$ cat config.mk
export PLATFORM = sky130hd
export DESIGN_NAME = dma_desc_unit
export DESIGN_NICKNAME = d
export VERILOG_FILES = /design/src/rtl/dd_pkg.sv /design/src/rtl/dd_prio_arb.sv /design/src/rtl/dd_addr_gen.sv /design/src/rtl/dd_xfer_engine.sv /design/src/rtl/dma_desc_unit.sv
export SDC_FILE = /design/constraint.sdc
export NUM_CORES = 1
export LEC_CHECK = 0
export ABC_AREA = 1
export BUFFER_PORTS_ARGS = -buffer_cell sky130_fd_sc_hd__buf_2
export CAP_MARGIN = 0
export CORE_ASPECT_RATIO = 0.5
export CORE_MARGIN = 10
export CORE_UTILIZATION = 35
export DETAILED_ROUTE_END_ITERATION = 6
export GPL_TIMING_DRIVEN = 1
export PLACE_DENSITY = 0.57
export SLEW_MARGIN = 5
export SYNTH_ARGS = -nofsm -noshare
export SYNTH_HDL_FRONTEND = slang
export SYNTH_SLANG_ARGS = --single-unit
$ cat constraint.sdc
create_clock -name clk -period 9.28 [get_ports clk]
set_input_delay 0.928 -clock clk [delete_from_list [all_inputs] [get_ports clk]]
set_output_delay 0.928 -clock clk [all_outputs]
set_load 0.1 [all_outputs]
$ cat src/rtl/dd_pkg.sv
package dd_pkg;

    localparam int WORD_W     = 32;
    localparam int DESC_WORDS = 4;
    localparam int DESC_W     = WORD_W * DESC_WORDS;
    localparam int WIDX_W     = $clog2(DESC_WORDS);
    localparam int BASE_HI_W  = WORD_W - 4;

    typedef enum logic {
        OP_FETCH = 1'b0,
        OP_WB    = 1'b1
    } op_e;

    typedef enum logic [1:0] {
        ES_IDLE = 2'd0,
        ES_XFER = 2'd1,
        ES_DONE = 2'd2
    } eng_state_e;

    typedef enum logic [1:0] {
        SEL_DESC_BASE = 2'd0,
        SEL_WB_BASE   = 2'd1,
        SEL_ENABLE    = 2'd2
    } cfg_sel_e;

    function automatic logic [WORD_W-1:0] entry_word_addr(
        input logic [BASE_HI_W-1:0] base_hi,
        input logic [BASE_HI_W-1:0] ch,
        input logic [WIDX_W-1:0]    widx
    );
        logic [BASE_HI_W-1:0] entry;
        entry = base_hi + ch;
        return {entry, widx, 2'b00};
    endfunction

endpackage

$ cat src/rtl/dd_prio_arb.sv
module dd_prio_arb #(
    parameter int N   = 2,
    parameter int IDW = 1
) (
    input  logic           clk,
    input  logic           rst,
    input  logic [N-1:0]   req,
    output logic [N-1:0]   grant,
    output logic [IDW-1:0] gnt_idx,
    output logic           any
);

    always_comb begin
        gnt_idx = '0;
        for (int i = N - 1; i >= 0; i--) begin
            if (req[i]) gnt_idx = IDW'(i);
        end
    end

    assign any = |req;

    for (genvar g = 0; g < N; g++) begin : g_gnt
        assign grant[g] = req[g] && (gnt_idx == IDW'(g));
    end

    // one winner at most, and only a requester can win
    a_r7_grant_onehot: assert property (@(posedge clk) disable iff (rst)
        $onehot0(grant) && ((grant & ~req) == '0));

    // when any request is waiting, a winner is chosen
    a_r7_grant_present: assert property (@(posedge clk) disable iff (rst)
        any |-> (grant != '0));

endmodule

$ cat src/rtl/dd_addr_gen.sv
module dd_addr_gen
    import dd_pkg::*;
#(
    parameter int CH_W = 1
) (
    input  logic [BASE_HI_W-1:0] base_hi,
    input  logic [CH_W-1:0]      ch,
    input  logic [WIDX_W-1:0]    widx,
    output logic [WORD_W-1:0]    addr
);

    assign addr = entry_word_addr(base_hi, BASE_HI_W'(ch), widx);

endmodule

$ cat src/rtl/dd_xfer_engine.sv
module dd_xfer_engine
    import dd_pkg::*;
#(
    parameter int CH_W = 1
) (
    input  logic                 clk,
    input  logic                 rst,
    input  logic                 start,
    input  logic [CH_W-1:0]      start_ch,
    input  op_e                  start_op,
    input  logic [BASE_HI_W-1:0] desc_base_hi,
    input  logic [BASE_HI_W-1:0] wb_base_hi,
    input  logic [DESC_W-1:0]    wb_words,
    input  logic                 mem_ack,
    input  logic [WORD_W-1:0]    mem_rdata,
    output logic                 busy,
    output logic                 done,
    output logic [CH_W-1:0]      cur_ch,
    output op_e                  cur_op,
    output logic [DESC_W-1:0]    rd_words,
    output logic                 mem_req,
    output logic                 mem_we,
    output logic [WORD_W-1:0]    mem_addr,
    output logic [WORD_W-1:0]    mem_wdata
);

    eng_state_e           state_q;
    logic [WIDX_W-1:0]    widx_q;
    logic [CH_W-1:0]      ch_q;
    op_e                  op_q;
    logic [BASE_HI_W-1:0] sel_base;

    assign busy    = (state_q != ES_IDLE);
    assign done    = (state_q == ES_DONE);
    assign cur_ch  = ch_q;
    assign cur_op  = op_q;
    assign mem_req = (state_q == ES_XFER);
    assign mem_we  = (op_q == OP_WB);

    assign sel_base  = (op_q == OP_WB) ? wb_base_hi : desc_base_hi;
    assign mem_wdata = wb_words[widx_q*WORD_W +: WORD_W];

    dd_addr_gen #(.CH_W(CH_W)) u_addr (
        .base_hi (sel_base),
        .ch      (ch_q),
        .widx    (widx_q),
        .addr    (mem_addr)
    );

    always_ff @(posedge clk) begin
        if (rst) begin
            state_q  <= ES_IDLE;
            widx_q   <= '0;
            ch_q     <= '0;
            op_q     <= OP_FETCH;
            rd_words <= '0;
        end else begin
            unique case (state_q)
                ES_IDLE: begin
                    if (start) begin
                        state_q <= ES_XFER;
                        widx_q  <= '0;
                        ch_q    <= start_ch;
                        op_q    <= start_op;
                    end
                end
                ES_XFER: begin
                    if (mem_ack) begin
                        if (op_q == OP_FETCH) begin
                            rd_words[widx_q*WORD_W +: WORD_W] <= mem_rdata;
                        end
                        if (widx_q == WIDX_W'(DESC_WORDS - 1)) begin
                            state_q <= ES_DONE;
                        end else begin
                            widx_q <= widx_q + 1'b1;
                        end
                    end
                end
                ES_DONE: state_q <= ES_IDLE;
                default: state_q <= ES_IDLE;
            endcase
        end
    end

    // an unanswered request keeps its address, direction and data
    a_r12_req_hold: assert property (@(posedge clk) disable iff (rst)
        (mem_req && !mem_ack) |=> (mem_req && $stable(mem_addr)
                                   && $stable(mem_we) && $stable(mem_wdata)));

    // the next word of a move sits 4 bytes above the previous one
    a_r3_ascending: assert property (@(posedge clk) disable iff (rst)
        (mem_req && mem_ack && (widx_q != WIDX_W'(DESC_WORDS - 1)))
            |=> (mem_req && (mem_addr == $past(mem_addr) + 32'd4)));

    // a new move is only launched when the engine is free
    a_r7_single_move: assert property (@(posedge clk) disable iff (rst)
        start |-> !busy);

endmodule

$ cat src/rtl/dma_desc_unit.sv
module dma_desc_unit
    import dd_pkg::*;
#(
    parameter int NUM_CH = 2,
    localparam int CH_W  = (NUM_CH > 1) ? $clog2(NUM_CH) : 1
) (
    input  logic              clk,
    input  logic              rst,
    input  logic              cfg_we,
    input  logic [1:0]        cfg_sel,
    input  logic [31:0]       cfg_wdata,
    input  logic [NUM_CH-1:0] trig_i,
    input  logic [NUM_CH-1:0] wb_req_i,
    input  logic [NUM_CH-1:0] ch_end_i,
    output logic              mem_req_o,
    output logic              mem_we_o,
    output logic [31:0]       mem_addr_o,
    output logic [31:0]       mem_wdata_o,
    input  logic              mem_ack_i,
    input  logic [31:0]       mem_rdata_i,
    output logic              desc_start_o,
    output logic [CH_W-1:0]   desc_ch_o,
    output logic [127:0]      desc_o,
    output logic [NUM_CH-1:0] err_o,
    output logic [NUM_CH-1:0] wb_done_o,
    output logic [NUM_CH-1:0] active_o
);

    logic [BASE_HI_W-1:0] desc_base_hi_q;
    logic [BASE_HI_W-1:0] wb_base_hi_q;
    logic [NUM_CH-1:0]    en_q;

    logic [NUM_CH-1:0]    pend_fetch_q;
    logic [NUM_CH-1:0]    pend_wb_q;
    logic [NUM_CH-1:0]    active_q;
    logic [DESC_W-1:0]    desc_q [NUM_CH];

    logic [NUM_CH-1:0]    arb_req;
    logic [NUM_CH-1:0]    arb_grant;
    logic [CH_W-1:0]      arb_idx;
    logic                 arb_any;

    logic                 eng_start;
    op_e                  eng_start_op;
    logic                 eng_busy;
    logic                 eng_done;
    logic [CH_W-1:0]      eng_ch;
    op_e                  eng_op;
    logic [DESC_W-1:0]    eng_rd;

    logic                 fetch_ok;
    logic                 fetch_bad;
    logic                 wb_fin;

    // configuration registers
    always_ff @(posedge clk) begin
        if (rst) begin
            desc_base_hi_q <= '0;
            wb_base_hi_q   <= '0;
            en_q           <= '0;
        end else if (cfg_we) begin
            unique case (cfg_sel_e'(cfg_sel))
                SEL_DESC_BASE: desc_base_hi_q <= cfg_wdata[31:4];
                SEL_WB_BASE:   wb_base_hi_q   <= cfg_wdata[31:4];
                SEL_ENABLE:    en_q           <= cfg_wdata[NUM_CH-1:0];
                default: ;
            endcase
        end
    end

    // arbitration among waiting channels
    assign arb_req = pend_fetch_q | pend_wb_q;

    dd_prio_arb #(.N(NUM_CH), .IDW(CH_W)) u_arb (
        .clk     (clk),
        .rst     (rst),
        .req     (arb_req),
        .grant   (arb_grant),
        .gnt_idx (arb_idx),
        .any     (arb_any)
    );

    assign eng_start    = arb_any && !eng_busy;
    assign eng_start_op = pend_wb_q[arb_idx] ? OP_WB : OP_FETCH;

    dd_xfer_engine #(.CH_W(CH_W)) u_eng (
        .clk          (clk),
        .rst          (rst),
        .start        (eng_start),
        .start_ch     (arb_idx),
        .start_op     (eng_start_op),
        .desc_base_hi (desc_base_hi_q),
        .wb_base_hi   (wb_base_hi_q),
        .wb_words     (desc_q[eng_ch]),
        .mem_ack      (mem_ack_i),
        .mem_rdata    (mem_rdata_i),
        .busy         (eng_busy),
        .done         (eng_done),
        .cur_ch       (eng_ch),
        .cur_op       (eng_op),
        .rd_words     (eng_rd),
        .mem_req      (mem_req_o),
        .mem_we       (mem_we_o),
        .mem_addr     (mem_addr_o),
        .mem_wdata    (mem_wdata_o)
    );

    assign fetch_ok  = eng_done && (eng_op == OP_FETCH) && eng_rd[0];
    assign fetch_bad = eng_done && (eng_op == OP_FETCH) && !eng_rd[0];
    assign wb_fin    = eng_done && (eng_op == OP_WB);

    // per-channel state
    always_ff @(posedge clk) begin
        if (rst) begin
            pend_fetch_q <= '0;
            pend_wb_q    <= '0;
            active_q     <= '0;
            for (int c = 0; c < NUM_CH; c++) desc_q[c] <= '0;
        end else begin
            for (int c = 0; c < NUM_CH; c++) begin
                logic cur;
                cur = eng_busy && (eng_ch == CH_W'(c));
                if (eng_start && arb_grant[c]) begin
                    pend_fetch_q[c] <= 1'b0;
                    pend_wb_q[c]    <= 1'b0;
                end else begin
                    if (trig_i[c] && en_q[c] && !pend_fetch_q[c] && !active_q[c]
                        && !(cur && eng_op == OP_FETCH)) begin
                        pend_fetch_q[c] <= 1'b1;
                    end
                    if (ch_end_i[c]) begin
                        pend_wb_q[c] <= 1'b0;
                    end else if (wb_req_i[c] && active_q[c]
                                 && !(cur && eng_op == OP_WB)) begin
                        pend_wb_q[c] <= 1'b1;
                    end
                end
                if (ch_end_i[c]) begin
                    active_q[c] <= 1'b0;
                end else if (fetch_ok && eng_ch == CH_W'(c)) begin
                    active_q[c] <= 1'b1;
                end
                if (fetch_ok && eng_ch == CH_W'(c)) begin
                    desc_q[c] <= eng_rd;
                end
            end
        end
    end

    always_comb begin
        for (int c = 0; c < NUM_CH; c++) begin
            err_o[c]     = fetch_bad && (eng_ch == CH_W'(c));
            wb_done_o[c] = wb_fin && (eng_ch == CH_W'(c));
        end
    end

    assign desc_start_o = fetch_ok;
    assign desc_ch_o    = eng_ch;
    assign desc_o       = eng_rd;
    assign active_o     = active_q;

    // write-back completions come one at a time
    a_r8_done_onehot: assert property (@(posedge clk) disable iff (rst)
        $onehot0(wb_done_o));

    // a handed-over descriptor makes its channel active next cycle
    a_r4_start_activates: assert property (@(posedge clk) disable iff (rst)
        (desc_start_o && !ch_end_i[desc_ch_o]) |=> active_o[$past(desc_ch_o)]);

    for (genvar g = 0; g < NUM_CH; g++) begin : g_chk
        // an invalid descriptor leaves its channel inactive
        a_r5_err_idle: assert property (@(posedge clk) disable iff (rst)
            err_o[g] |=> !active_o[g]);

        // a channel is never handed a descriptor while already active
        a_r6_no_restart: assert property (@(posedge clk) disable iff (rst)
            (desc_start_o && desc_ch_o == CH_W'(g)) |-> !active_o[g]);
    end

endmodule

# Yosys cells after proc, flatten, opt, wreduce, memory -nomap -nowiden
# Memory sizes are Yosys's and may differ from the RTL's. A register that Yosys moved wholly into a read port is not among the register bits.
# Index checks and enable logic that the tools add are counted.
# op_classes
n_addsub	3
n_lt_le_gt_ge	1
n_eq_ne	9
n_shift	3
muxes	27
bitwise	6
reduce_logical	61
# ops
operator	count
$mux 128	2
$bwmux 128	1
$shift 32x34->128 const A	1
$shiftx 128x8->32	1
$shiftx 32x34->128	1
$neg 7->34	1
$logic_and 1x1->1	33
$add 28x1->28	1
$mux 28	1
$mux 1	15
$mux 2	6
$logic_not 1->1	10
$reduce_or 2->1	5
$pmux 2 s2	2
$reduce_and 2->1	4
$eq 2x2->1 const B	3
$reduce_and 3->1	2
$reduce_or 3->1	2
$eq 2x1->1 const B	2
$logic_not 2->1	2
$ne 2x1->1 const B	2
$ne 2x2->1 const B	2
$reduce_and 4->1	1
$reduce_bool 2->1	2
5 further kinds	8
# word_totals
register_bits	198
mem_bits_rw	256
input_bits	76
output_inout_bits	202
word_cells	125
memories	1
# mem_list
memory	depth	word_bits	rd	rd_clocked_by_memory_dff	write_ports	line	text
desc_q	2	128	1	1	2	dma_desc_unit.sv:36	logic [DESC_W-1:0] desc_q [NUM_CH];

# Longest topological paths before layout
# Gate-level depths: netlist of run 1.
# depth
ltp_word	8
mapped_depth	14
ltp_nobuf	11

# By module
# From an unflattened synthesis of run 1, not the netlist that was laid out.
# hier_totals
hier_cells	2704
hier_area_um2	21961.1
# by_module_without_submodules
mod	instances	cells_per_inst	area_each_um2	seq_area_each_um2
dma_desc_unit	1	1260	13581.8	8968.6
dd_xfer_engine	1	1276	7503.4	2682.6
dd_addr_gen	1	162	849.6	0.0
dd_prio_arb	1	6	26.3	0.0

# Worst setup path after synthesis of run 1
# No wires, ideal clock.
# synth_path
path_kind	register to register
startpoint	register u_eng.rd_words[0]
endpoint	memory desc_q[1][0] (netlist bit), enable pin
setup_ns	0.493
t_arrival_ns	5.885
required_time_ns	8.787
slack_ns	2.902
path_stages_with_launch	5
n_path_buf	0
period_less_slack_ns	6.378
cell_sequence	dfxtp_1 > inv_1 > nor4_2 > nand2_1 > nand2_1
# synth_rtl
item	line	text
start: declaration	dd_xfer_engine.sv:20	output logic [DESC_W-1:0] rd_words,
start signal: indexed assignment	dd_xfer_engine.sv:70	rd_words[widx_q*WORD_W +: WORD_W] <= mem_rdata;
end: declaration	dma_desc_unit.sv:36	

==> flow_summary.json, run 1 <==
{
  "numPortBuffers": 273,
  "post_synth_instance_area_mm2": 0.0194,
  "post-cts-setup-buffers": 0,
  "grt_first_pass_wirelength_um": 95700,
  "post-dp-hpwl_um": 41300,
  "final_weighted_congestion_in_routability_driven_placement": 0.862,
  "power_report.internal_total_w": 0.00331,
  "post_synth_fa_ha_maj_area_fraction_pct": 0.450,
  "nets": 2525,
  "io-pin-count": 278,
  "finalSetupViolations": 0,
  "max_freq_mhz": 212,
  "insertion_delay_to_the_later_sink_of_the_worst_skew_pair_ns": 0.57,
  "layout-area-overhead-vs-synth_pct": 17.3,
  "initial_utilization_pct": 35.8,
  "clk_transition_reported_paths_ns": 0.06,
  "critPathKind": "flop to output port",
  "layout.core_utilization_pct": 42.0,
  "hold_path_class": "flop to flop",
  "row_count": 60,
  "synthDistinctLibCells": 33,
  "cts_tree": "done",
  "cts_root_cell": "sky130_fd_sc_hd__clkbuf_16",
  "drt_drc_violations_left": 0,
  "die_h_um": 187,
  "switching_share_pct": 28.9,
  "synth_flop_cell": "sky130_fd_sc_hd__edfxtp_1",
  "totalWireLength_um": 63600,
  "normalized_max_slew_margin_pct": 16.8,
  "largest_family_of_logic_cells_by_synthesized_area": "simple AND/OR/NAND/NOR gates",
  "ir_worst_vdd_mv": 0.122,
  "post_cts.resized_instances": 0,
  "vias_per_cell": 5.00,
  "postSynthRegisterBits": 455,
  "worstPathMaxFanout": 92,
  "seq_power_share_pct": 47.6,
  "netlist_top_cells_area": "sky130_fd_sc_hd__edfxtp_1 40%, sky130_fd_sc_hd__dfxtp_1 20%, sky130_fd_sc_hd__nor2_1 12%",
  "power.share.combinational_pct": 13.7,
  "clk_path_buf_depth": 3,
  "number_of_enable_flip_flop_cells_after_synthesis": 256,
  "n_diodes": 0,
  "clock_skew_ns": 0.0203,
  "rsz0062_at_grt": "no",
  "synth_largest_type_area_fraction_pct": 39.5,
  "yosysMostFrequentCell": "sky130_fd_sc_hd__nor2_1",
  "static-leakage-power_nw": 8.93,
  "power.density_cell_area_mw_per_mm2": 204,
  "design.die.area_mm2": 0.0660,
  "fillerInstances": 5496,
  "ys_seq_area_share_pct": 60.0,
  "outcome": "completed",
  "syn-instance-count": 2241,
  "synth-async-reset-ratio_pct": 0,
  "final_hold_viol_count": 0,
  "yosys_top_cell_by_area": "sky130_fd_sc_hd__edfxtp_1",
  "final-max-slew-violation-count": 0,
  "max_cap_viol_count": 0,
  "worst_slew_pin_slew_ns": 1.25,
  "core_area_mm2": 0.0544,
  "yosysWarningCount": 0,
  "cp_data_required_time_ns": 8.35,
  "htreeDepth": 2,
  "cp.arrival_ns": 3.79,
  "share_clk_of_total_power_pct": 38.7,
  "gr-usage-met1_pct": 21.4,
  "tritoncts.num_buffers": 44,
  "antenna_violating_nets_post_route": 0,
  "grt.busiest_layer": "met2",
  "ctsHoldBuffers": 0,
  "finalHoldWorstSlack_ns": 0.449,
  "use_met3_pct": 2.51,
  "antenna_found_initial": 0,
  "worstSetupStartpointType": "flop",
  "met2_usage_grt_pct": 33.2,
  "clock_sinks": 455,
  "globalRoute.totalOverflow": 0,
  "layout_min_cycle_time_ns": 4.71,
  "synth-compound-area-share_pct": 13.3,
  "post_drt_wl_per_cell_um": 19.7,
  "postSynthAreaPerCell_um2": 8.68,
  "synthXorXnorAreaFrac_pct": 0.585,
  "floorplan.die.width_um": 353,
  "tns_ns": 0,
  "drt_pass1_iterations": 5,
  "ys_top_cells_by_count": "603 x sky130_fd_sc_hd__nor2_1, 268 x sky130_fd_sc_hd__o21ai_0, 256 x sky130_fd_sc_hd__edfxtp_1, 247 x sky130_fd_sc_hd__nand2_1, 199 x sky130_fd_sc_hd__dfxtp_1",
  "drive_gt1_share_pct": 15.5,
  "synth_simple_gate_area_share_pct": 18.7,
  "vias_in_the_first_global_route": 15724,
  "drtIter0Drc": 1192,
  "detailroute.via_count": 16110,
  "grt_max_degree": 98,
  "layout_worst_path_cycle_share_pct": 50.8,
  "mux_cell_area_share_after_synthesis_pct": 0,
  "worstSetupEndpointType": "output port",
  "grtUsageTotal_pct": 18.4,
  "power_switching_w": 0.00135
}
power by group through the flow:
stage	clock, W	combinational (W)	sequential, W
detailed placement	0	0.000642	0.00226
global placement	0	0.000641	0.00226
CTS	0.00184	0.000644	0.00222
global route	0.00193	0.000678	0.00222
floorplan	0	0.000406	0.00233
finish	0.00181	0.000639	0.00222
metrics by stage:
step | instance area [µm²] | power, W | cells | worst slack (ns)
global route | 22800 | 0.00483 | 3222 | 4.24
CTS | 22800 | 0.00470 | 3222 | 4.47
detailed placement | 21400 | 0.00291 | 3140 | 5.07
global placement | 21400 | 0.00290 | 3140 | 5.08
finish | 22800 | 0.00466 | 3222 | 4.57
floorplan | 19500 | 0.00274 | 2242 | 2.90
final cells by class:
| type | instances | area, µm² | area share (%) |
|---|---|---|---|
| clock buffers | 66 | 1280 | 5.63 |
| clock inverters | 16 | 156 | 0.685 |
| flip-flops and latches | 455 | 11700 | 51.2 |
| well taps | 744 | 931 | 4.08 |
| repair buffers | 296 | 1540 | 6.74 |
| inverters | 200 | 754 | 3.31 |
| multi-input cells | 1445 | 6470 | 28.4 |
critical path, stage by stage (launching register included):
cell and delay, ns:
sky130_fd_sc_hd__dfxtp_4 0.52, sky130_fd_sc_hd__clkinv_2 0.46, sky130_fd_sc_hd__buf_4 0.86, sky130_fd_sc_hd__o21ai_0 0.16, sky130_fd_sc_hd__o22ai_1 0.37, sky130_fd_sc_hd__nor2_1 0.08, sky130_fd_sc_hd__a31oi_1 0.24, sky130_fd_sc_hd__buf_2 0.48
worst paths after layout:
kind / cells after the start / slack (ns) / to / startpoint
min reg2reg: 2 / 0.45 / en_q[0]$_SDFFE_PP0P_ / en_q[0]$_SDFFE_PP0P_
min: 2 / 0.45 / en_q[0]$_SDFFE_PP0P_ / en_q[0]$_SDFFE_PP0P_
max reg2reg: 10 / 5.59 / u_eng.rd_words[95]$_SDFFE_PP0P_ / u_eng.widx_q[1]$_SDFFE_PP0P_
max: 7 / 4.57 / mem_wdata_o[14] / flop
cells by family (layout without fill, tap and decap cells):
| group | Yosys count | count (layout) |
|---|---|---|
| flip-flops | 455 | 455 |
| AO/OA/AOI/OAI | 493 | 493 |
| AND/OR/NAND/NOR | 930 | 930 |
| adder cells (fa/ha/maj) | 7 | 7 |
| other | 1 | 2 |
| XOR/XNOR | 13 | 13 |
| buffers and inverters | 342 | 578 |
cells in the final DEF (no fill, tap or decap), types with 7 or more instances in the layout:
cell type	n
sky130_fd_sc_hd__a21oi_1	131
sky130_fd_sc_hd__a31oi_1	38
sky130_fd_sc_hd__buf_2	273
sky130_fd_sc_hd__buf_4	23
sky130_fd_sc_hd__clkbuf_1	13
sky130_fd_sc_hd__clkbuf_16	45
sky130_fd_sc_hd__clkbuf_8	8
sky130_fd_sc_hd__clkinv_2	7
sky130_fd_sc_hd__dfxtp_1	197
sky130_fd_sc_hd__edfxtp_1	256
sky130_fd_sc_hd__ha_1	7
sky130_fd_sc_hd__inv_1	189
sky130_fd_sc_hd__inv_2	8
sky130_fd_sc_hd__nand2_1	243
sky130_fd_sc_hd__nand3_1	40
sky130_fd_sc_hd__nand4_1	17
sky130_fd_sc_hd__nor2_1	603
sky130_fd_sc_hd__nor3_1	14
sky130_fd_sc_hd__o21ai_0	268
sky130_fd_sc_hd__o21ai_1	15
sky130_fd_sc_hd__o22ai_1	32
sky130_fd_sc_hd__xor2_1	8
registers in the layout, summed over array words and instances (netlist names), named ones only:
signal and count:
desc_base_hi_q 28, pend_fetch_q 2, pend_wb_q 2, u_eng.state_q 2, u_eng.rd_words 128, active_o 2, wb_base_hi_q 28, u_eng.cur_ch 1
u_eng.widx_q 2, en_q 2, desc_q 256, u_eng.cur_op 1
metal layers:
| metal | vias to the layer above | routed length, µm |
|---|---|---|
| met2 | 438 | 32300 |
| met3 | 130 | 2960 |
| met1 | 7729 | 25100 |
| met5 | - | 0 |
| met4 | 0 | 3220 |
| li1 | 7813 | - |
Power figures use the tool's default switching activity.
==> run 2, diff against run 1 <==
- PLACE_DENSITY: 0.57 -> 0.59
- clock period: 9.28 -> 3.8 ns (I/O delays scaled with it)
==> flow_summary.json, run 2 (same netlist as run 1, synthesis figures left out) <==
{
  "outcome": "completed",
  "switching_share_pct": 29.2,
  "cts_tree": "done",
  "cp_data_required_time_ns": 3.42,
  "row_count": 60,
  "power.density_cell_area_mw_per_mm2": 489,
  "largest_registers": "desc_q (256), u_eng.rd_words (128)",
  "post_cts.resized_instances": 0,
  "place.detailed.instances": 3149,
  "layout-area-overhead-vs-synth_pct": 21.5,
  "design.die.area_mm2": 0.0660,
  "largest_register_ffs": 256,
  "drt_pass1_iterations": 7,
  "globalRoute.totalOverflow": 0,
  "layout.cells.most_common_list": "600 x sky130_fd_sc_hd__nor2_1, 268 x sky130_fd_sc_hd__o21ai_0, 256 x sky130_fd_sc_hd__edfxtp_1",
  "totalWireLength_um": 64000,
  "layout_min_cycle_time_ns": 3.49,
  "critical_path.cell_chain": "inv_2 > nand2_1 > nand2_1 > ha_1 > nand2_1 > nor2_4 > nand2_1 > nor2_1 > xor2_2 > buf_12",
  "antenna_found_initial": 5,
  "drtIter0Drc": 1580,
  "die_h_um": 187,
  "seq_power_share_pct": 46.7,
  "normalized_max_slew_margin_pct": 19.0,
  "clock_sinks": 455,
  "regMostFlops": "desc_q",
  "finalInstanceArea_mm2": 0.0236,
  "tritoncts.num_buffers": 44,
  "post_drt_wl_per_cell_um": 19.8,
  "static-leakage-power_nw": 9.13,
  "share_clk_of_total_power_pct": 38.7,
  "clock_skew_ns": 0.0328,
  "grt_first_pass_wirelength_um": 96400,
  "htreeDepth": 2,
  "grt_max_degree": 108,
  "power_report.internal_total_w": 0.00819,
  "final_hold_viol_count": 0,
  "hold_path_class": "primary input to flop",
  "clk_transition_reported_paths_ns": 0.06,
  "instances_no_fill": 3235,
  "path_buf_inv": 2,
  "power.share.combinational_pct": 14.6,
  "max_cap_viol_count": 0,
  "layout_worst_path_cycle_share_pct": 91.7,
  "tns_ns": 0,
  "critPathKind": "flop to output port",
  "worstSetupStartpointType": "flop",
  "post-dp-hpwl_um": 41600,
  "final_weighted_congestion_in_routability_driven_placement": 0.839,
  "final-max-slew-violation-count": 0,
  "initial_utilization_pct": 35.8,
  "worst_slew_pin_slew_ns": 1.21,
  "clk_path_buf_depth": 3,
  "vias_per_cell": 4.99,
  "max_freq_mhz": 287,
  "detailroute.via_count": 16131,
  "worst_path_most_repeated_cell": "sky130_fd_sc_hd__nand2_1",
  "vias_in_the_first_global_route": 15479,
  "grtUsageTotal_pct": 18.5,
  "rsz0062_at_grt": "no",
  "antenna_violating_nets_post_route": 0,
  "drt_drc_violations_left": 0,
  "io-pin-count": 278,
  "finalSetupViolations": 0,
  "cts_root_cell": "sky130_fd_sc_hd__clkbuf_16",
  "drive_gt1_share_pct": 17.9,
  "floorplan.die.width_um": 353,
  "detailed_place.area_mm2": 0.0222,
  "ctsHoldBuffers": 0,
  "nets": 2534,
  "core_area_mm2": 0.0544,
  "insertion_delay_to_the_later_sink_of_the_worst_skew_pair_ns": 0.58,
  "cpPeakStageDelay_ns": 0.44,
  "cp.arrival_ns": 3.11,
  "numPortBuffers": 273,
  "worstPathMaxFanout": 25,
  "ir_worst_vdd_mv": 0.283,
  "cpLargestDelayFamily": "simple AND/OR/NAND/NOR gates",
  "worstSetupEndpointType": "output port",
  "post-cts-setup-buffers": 0,
  "slowest_stage": "sky130_fd_sc_hd__dfxtp_1",
  "final_common_cell": "sky130_fd_sc_hd__nor2_1",
  "power_switching_w": 0.00337
}
-- run 2: changes by cell type in the layout (fill, tap and decap cells not counted), sizes merged --
cell      change
bufinv        +2
clkinv       +10
diode         +4
clkbuf       -13
buf           +9
clkinvlp      +1
-- run 2: power by group through the flow --
stage	registers [W]	clock network, W	logic, W
floorplan	0.00568	0	0.00103
global placement	0.00550	0	0.00168
detailed placement	0.00551	0	0.00169
CTS	0.00540	0.00455	0.00169
global route	0.00541	0.00477	0.00178
finish	0.00540	0.00447	0.00169
-- run 2: area by class of cell --
class | count | area [µm²]
Inverter | 200 | 756
Fill cell | 5352 | 30700
Clock inverter | 29 | 287
Sequential cell | 455 | 11700
Tap cell | 744 | 931
Multi-Input combinational cell | 1445 | 6800
Timing Repair Buffer | 305 | 1980
Antenna cell | 4 | 10.0
Clock buffer | 53 | 1180
-- run 2: tightest hold or removal path, stage by stage --
cell and delay [ns]:
sky130_fd_sc_hd__buf_2 0.08, sky130_fd_sc_hd__o21ai_1 0.06, sky130_fd_sc_hd__nor2_1 0.07
-- run 2: metal layers --
layer,routed length (µm),global-route usage (%),vias to the layer above
met5,13,0,-
met4,1440,4.64,2
met3,4260,3.35,83
met2,30600,30.7,540
met1,27800,24.7,7686
li1,-,-,7820
-- run 2: final timing paths --
check                                                startpoint                              end  slack (ns)  cells after the start
worst max-delay path                  u_eng.cur_op$_SDFFE_PP0P_                   mem_addr_o[20]        0.31                     10
worst max register to register        u_eng.cur_op$_SDFFE_PP0P_   u_eng.rd_words[6]$_SDFFE_PP0P_        0.91                      6
worst min-delay path                              cfg_wdata[12]     wb_base_hi_q[8]$_SDFFE_PP0P_        0.06                      3
worst min register to register  desc_base_hi_q[20]$_SDFFE_PP0P_  desc_base_hi_q[20]$_SDFFE_PP0P_        0.45                      2
-- run 2: stage by stage --
step / setup slack [ns] / total power, W / utilization, % / hold slack [ns]
global route: 0.0652 / 0.0120 / 43.5 / 0.0738
floorplan: 0.0535 / 0.00671 / - / 0.424
CTS: 0.268 / 0.0116 / 43.4 / 0.0365
global placement: 0.901 / 0.00719 / 40.8 / 0.434
detailed placement: 0.868 / 0.00720 / 40.8 / 0.445
finish: 0.315 / 0.0116 / 43.5 / 0.0634
==> run 3, diff against run 2 <==
- CELL_PAD_IN_SITES_DETAIL_PLACEMENT: unset -> 1
- CELL_PAD_IN_SITES_GLOBAL_PLACEMENT: unset -> 1
- PLACE_DENSITY: 0.59 -> 0.73
- RECOVER_POWER: unset -> 50
==> flow_summary.json, run 3 (same netlist as run 1, synthesis figures left out) <==
{
  "outcome": "finished, violations left",
  "violations": "capacitance limit, slew limit",
  "clk_path_buf_depth": 3,
  "worstSetupStartpointType": "flop",
  "layout_min_cycle_time_ns": 3.44,
  "reg2reg_start": "u_eng.cur_op$_SDFFE_PP0P_",
  "critPathLaunch": "u_eng.widx_q[0]$_SDFFE_PP0P_",
  "max_freq_mhz": 290,
  "detailroute.via_count": 16619,
  "htreeDepth": 2,
  "final_weighted_congestion_in_routability_driven_placement": 0.835,
  "vias_per_cell": 5.13,
  "timing.rr.end": "desc_q[1][14]$_DFFE_PP_",
  "critical_path.endpoint": "mem_wdata_o[14]",
  "place_ws_ns": 0.725,
  "met2_usage_grt_pct": 37.9,
  "insertion_delay_to_the_later_sink_of_the_worst_skew_pair_ns": 0.59,
  "post_cts.resized_instances": 0,
  "grt_max_degree": 129,
  "post-cts-setup-buffers": 0,
  "antenna_found_initial": 2,
  "ir_worst_vdd_mv": 0.328,
  "clk_transition_reported_paths_ns": 0.06,
  "clock_skew_ns": 0.0320,
  "grt.busiest_layer": "met2",
  "tritoncts.num_buffers": 44,
  "hold_path_class": "primary input to flop",
  "drt_drc_violations_left": 0,
  "gr-usage-met1_pct": 22.5,
  "nets": 2545,
  "clock_sinks": 455,
  "layout.core_utilization_pct": 43.2,
  "vias_in_the_first_global_route": 17505,
  "use_met3_pct": 2.86,
  "row_count": 60,
  "cp_data_required_time_ns": 3.42,
  "ff2ff_path_depth": 4,
  "layout-area-overhead-vs-synth_pct": 20.7,
  "design.die.area_mm2": 0.0660,
  "tns_ns": 0,
  "worst_slew_pin_slew_ns": 3.14,
  "instances_no_fill": 3241,
  "worstPathMaxFanout": 39,
  "grt_first_pass_wirelength_um": 106000,
  "drt_pass1_iterations": 5,
  "worstSetupEndpointType": "output port",
  "largest_registers": "desc_q (256), u_eng.rd_words (128)",
  "layout.cells.most_common_list": "600 x sky130_fd_sc_hd__nor2_1, 271 x sky130_fd_sc_hd__o21ai_0, 256 x sky130_fd_sc_hd__edfxtp_1",
  "final-max-slew-violation-count": 78,
  "layout_worst_path_cycle_share_pct": 90.6,
  "critPathKind": "flop to output port",
  "drtIter0Drc": 1106,
  "grtUsageTotal_pct": 20.4,
  "initial_utilization_pct": 35.8,
  "largest_register_ffs": 256,
  "max_cap_viol_count": 1,
  "final_common_cell": "sky130_fd_sc_hd__nor2_1",
  "globalRoute.totalOverflow": 0,
  "cp.arrival_ns": 3.06,
  "rsz0062_at_grt": "no",
  "power.density_cell_area_mw_per_mm2": 491,
  "regMostFlops": "desc_q",
  "cts_tree": "done",
  "io-pin-count": 278,
  "die_h_um": 187,
  "floorplan.die.width_um": 353,
  "post_drt_wl_per_cell_um": 21.5,
  "worst_slack_ns": 0.357,
  "static-leakage-power_nw": 8.56,
  "antenna_violating_nets_post_route": 0,
  "totalWireLength_um": 69800,
  "drive_gt1_share_pct": 12.5,
  "ctsHoldBuffers": 0,
  "cts_root_cell": "sky130_fd_sc_hd__clkbuf_16",
  "place.detailed.instances": 3160,
  "numPortBuffers": 273,
  "final_hold_viol_count": 0,
  "finalHoldWorstSlack_ns": 0.0765,
  "normalized_max_slew_margin_pct": -109,
  "core_area_mm2": 0.0544,
  "post-dp-hpwl_um": 47200,
  "reg2reg_slack_ns": 0.63,
  "finalSetupViolations": 0
}
## run 3: changes by cell type in the layout (fill, tap and decap cells not counted), sizes merged
| cell | change |
|---|---|
| clkbuf | +147 |
| buf | -123 |
| clkinv | -11 |
| diode | -3 |
| bufinv | -2 |
| clkinvlp | -2 |
## run 3: cell type report
class	count	area, µm²
well taps	744	931
inverters	200	754
clock inverters	14	148
clock buffers	66	1260
diodes	1	2.50
flip-flops and latches	455	11700
multi-input cells	1445	6750
fillers	6505	30900
repair buffers	316	1950
## run 3: layer usage
metal | wire length, µm | share of wire, % | vias up
met3 | 2320 | 3.3 | 155
met4 | 3850 | 5.5 | 0
met2 | 36200 | 52 | 362
li1 | - | - | 7841
met5 | 0 | 0 | -
met1 | 27400 | 39 | 8261
## run 3: report_power, final
part | internal [W] | switching (W) | total, W | leakage [nW]
Clock | 0.00245 | 0.00195 | 0.00440 | 0.688
Sequential | 0.00534 | 0.0000818 | 0.00542 | 4.26
Combinational | 0.000352 | 0.00135 | 0.00170 | 3.62
## run 3: worst max-delay path, stage by stage (launching register included)
cell and delay, ns:
sky130_fd_sc_hd__dfxtp_4 0.46, sky130_fd_sc_hd__inv_2 0.38, sky130_fd_sc_hd__buf_12 0.28, sky130_fd_sc_hd__o21ai_0 0.16, sky130_fd_sc_hd__o22ai_1 0.37, sky130_fd_sc_hd__nor2_1 0.12
sky130_fd_sc_hd__a31oi_2 0.23, sky130_fd_sc_hd__buf_2 0.47
## run 3: stage by stage
step           total power (W)  instance area [µm²]
6_report                0.0115                23500
5_1_grt                 0.0119                23500
4_1_cts                 0.0116                23700
3_5_place_dp           0.00724                22300
3_3_place_gp           0.00721                22300
2_1_floorplan          0.00671                19800
## run 3: worst min path at each step
stage,end,cells past startpoint,startpoint
after floorplan,en_q[0]$_SDFFE_PP0P_,2,en_q[0]$_SDFFE_PP0P_
after global placement,desc_base_hi_q[21]$_SDFFE_PP0P_,2,desc_base_hi_q[21]$_SDFFE_PP0P_
after detailed placement,desc_base_hi_q[21]$_SDFFE_PP0P_,2,desc_base_hi_q[21]$_SDFFE_PP0P_
after CTS,wb_base_hi_q[8]$_SDFFE_PP0P_,3,cfg_wdata[12]
after global routing,u_eng.rd_words[118]$_SDFFE_PP0P_,3,mem_rdata_i[22]
final,active_o[1]$_SDFFE_PP0P_,4,ch_end_i[1]
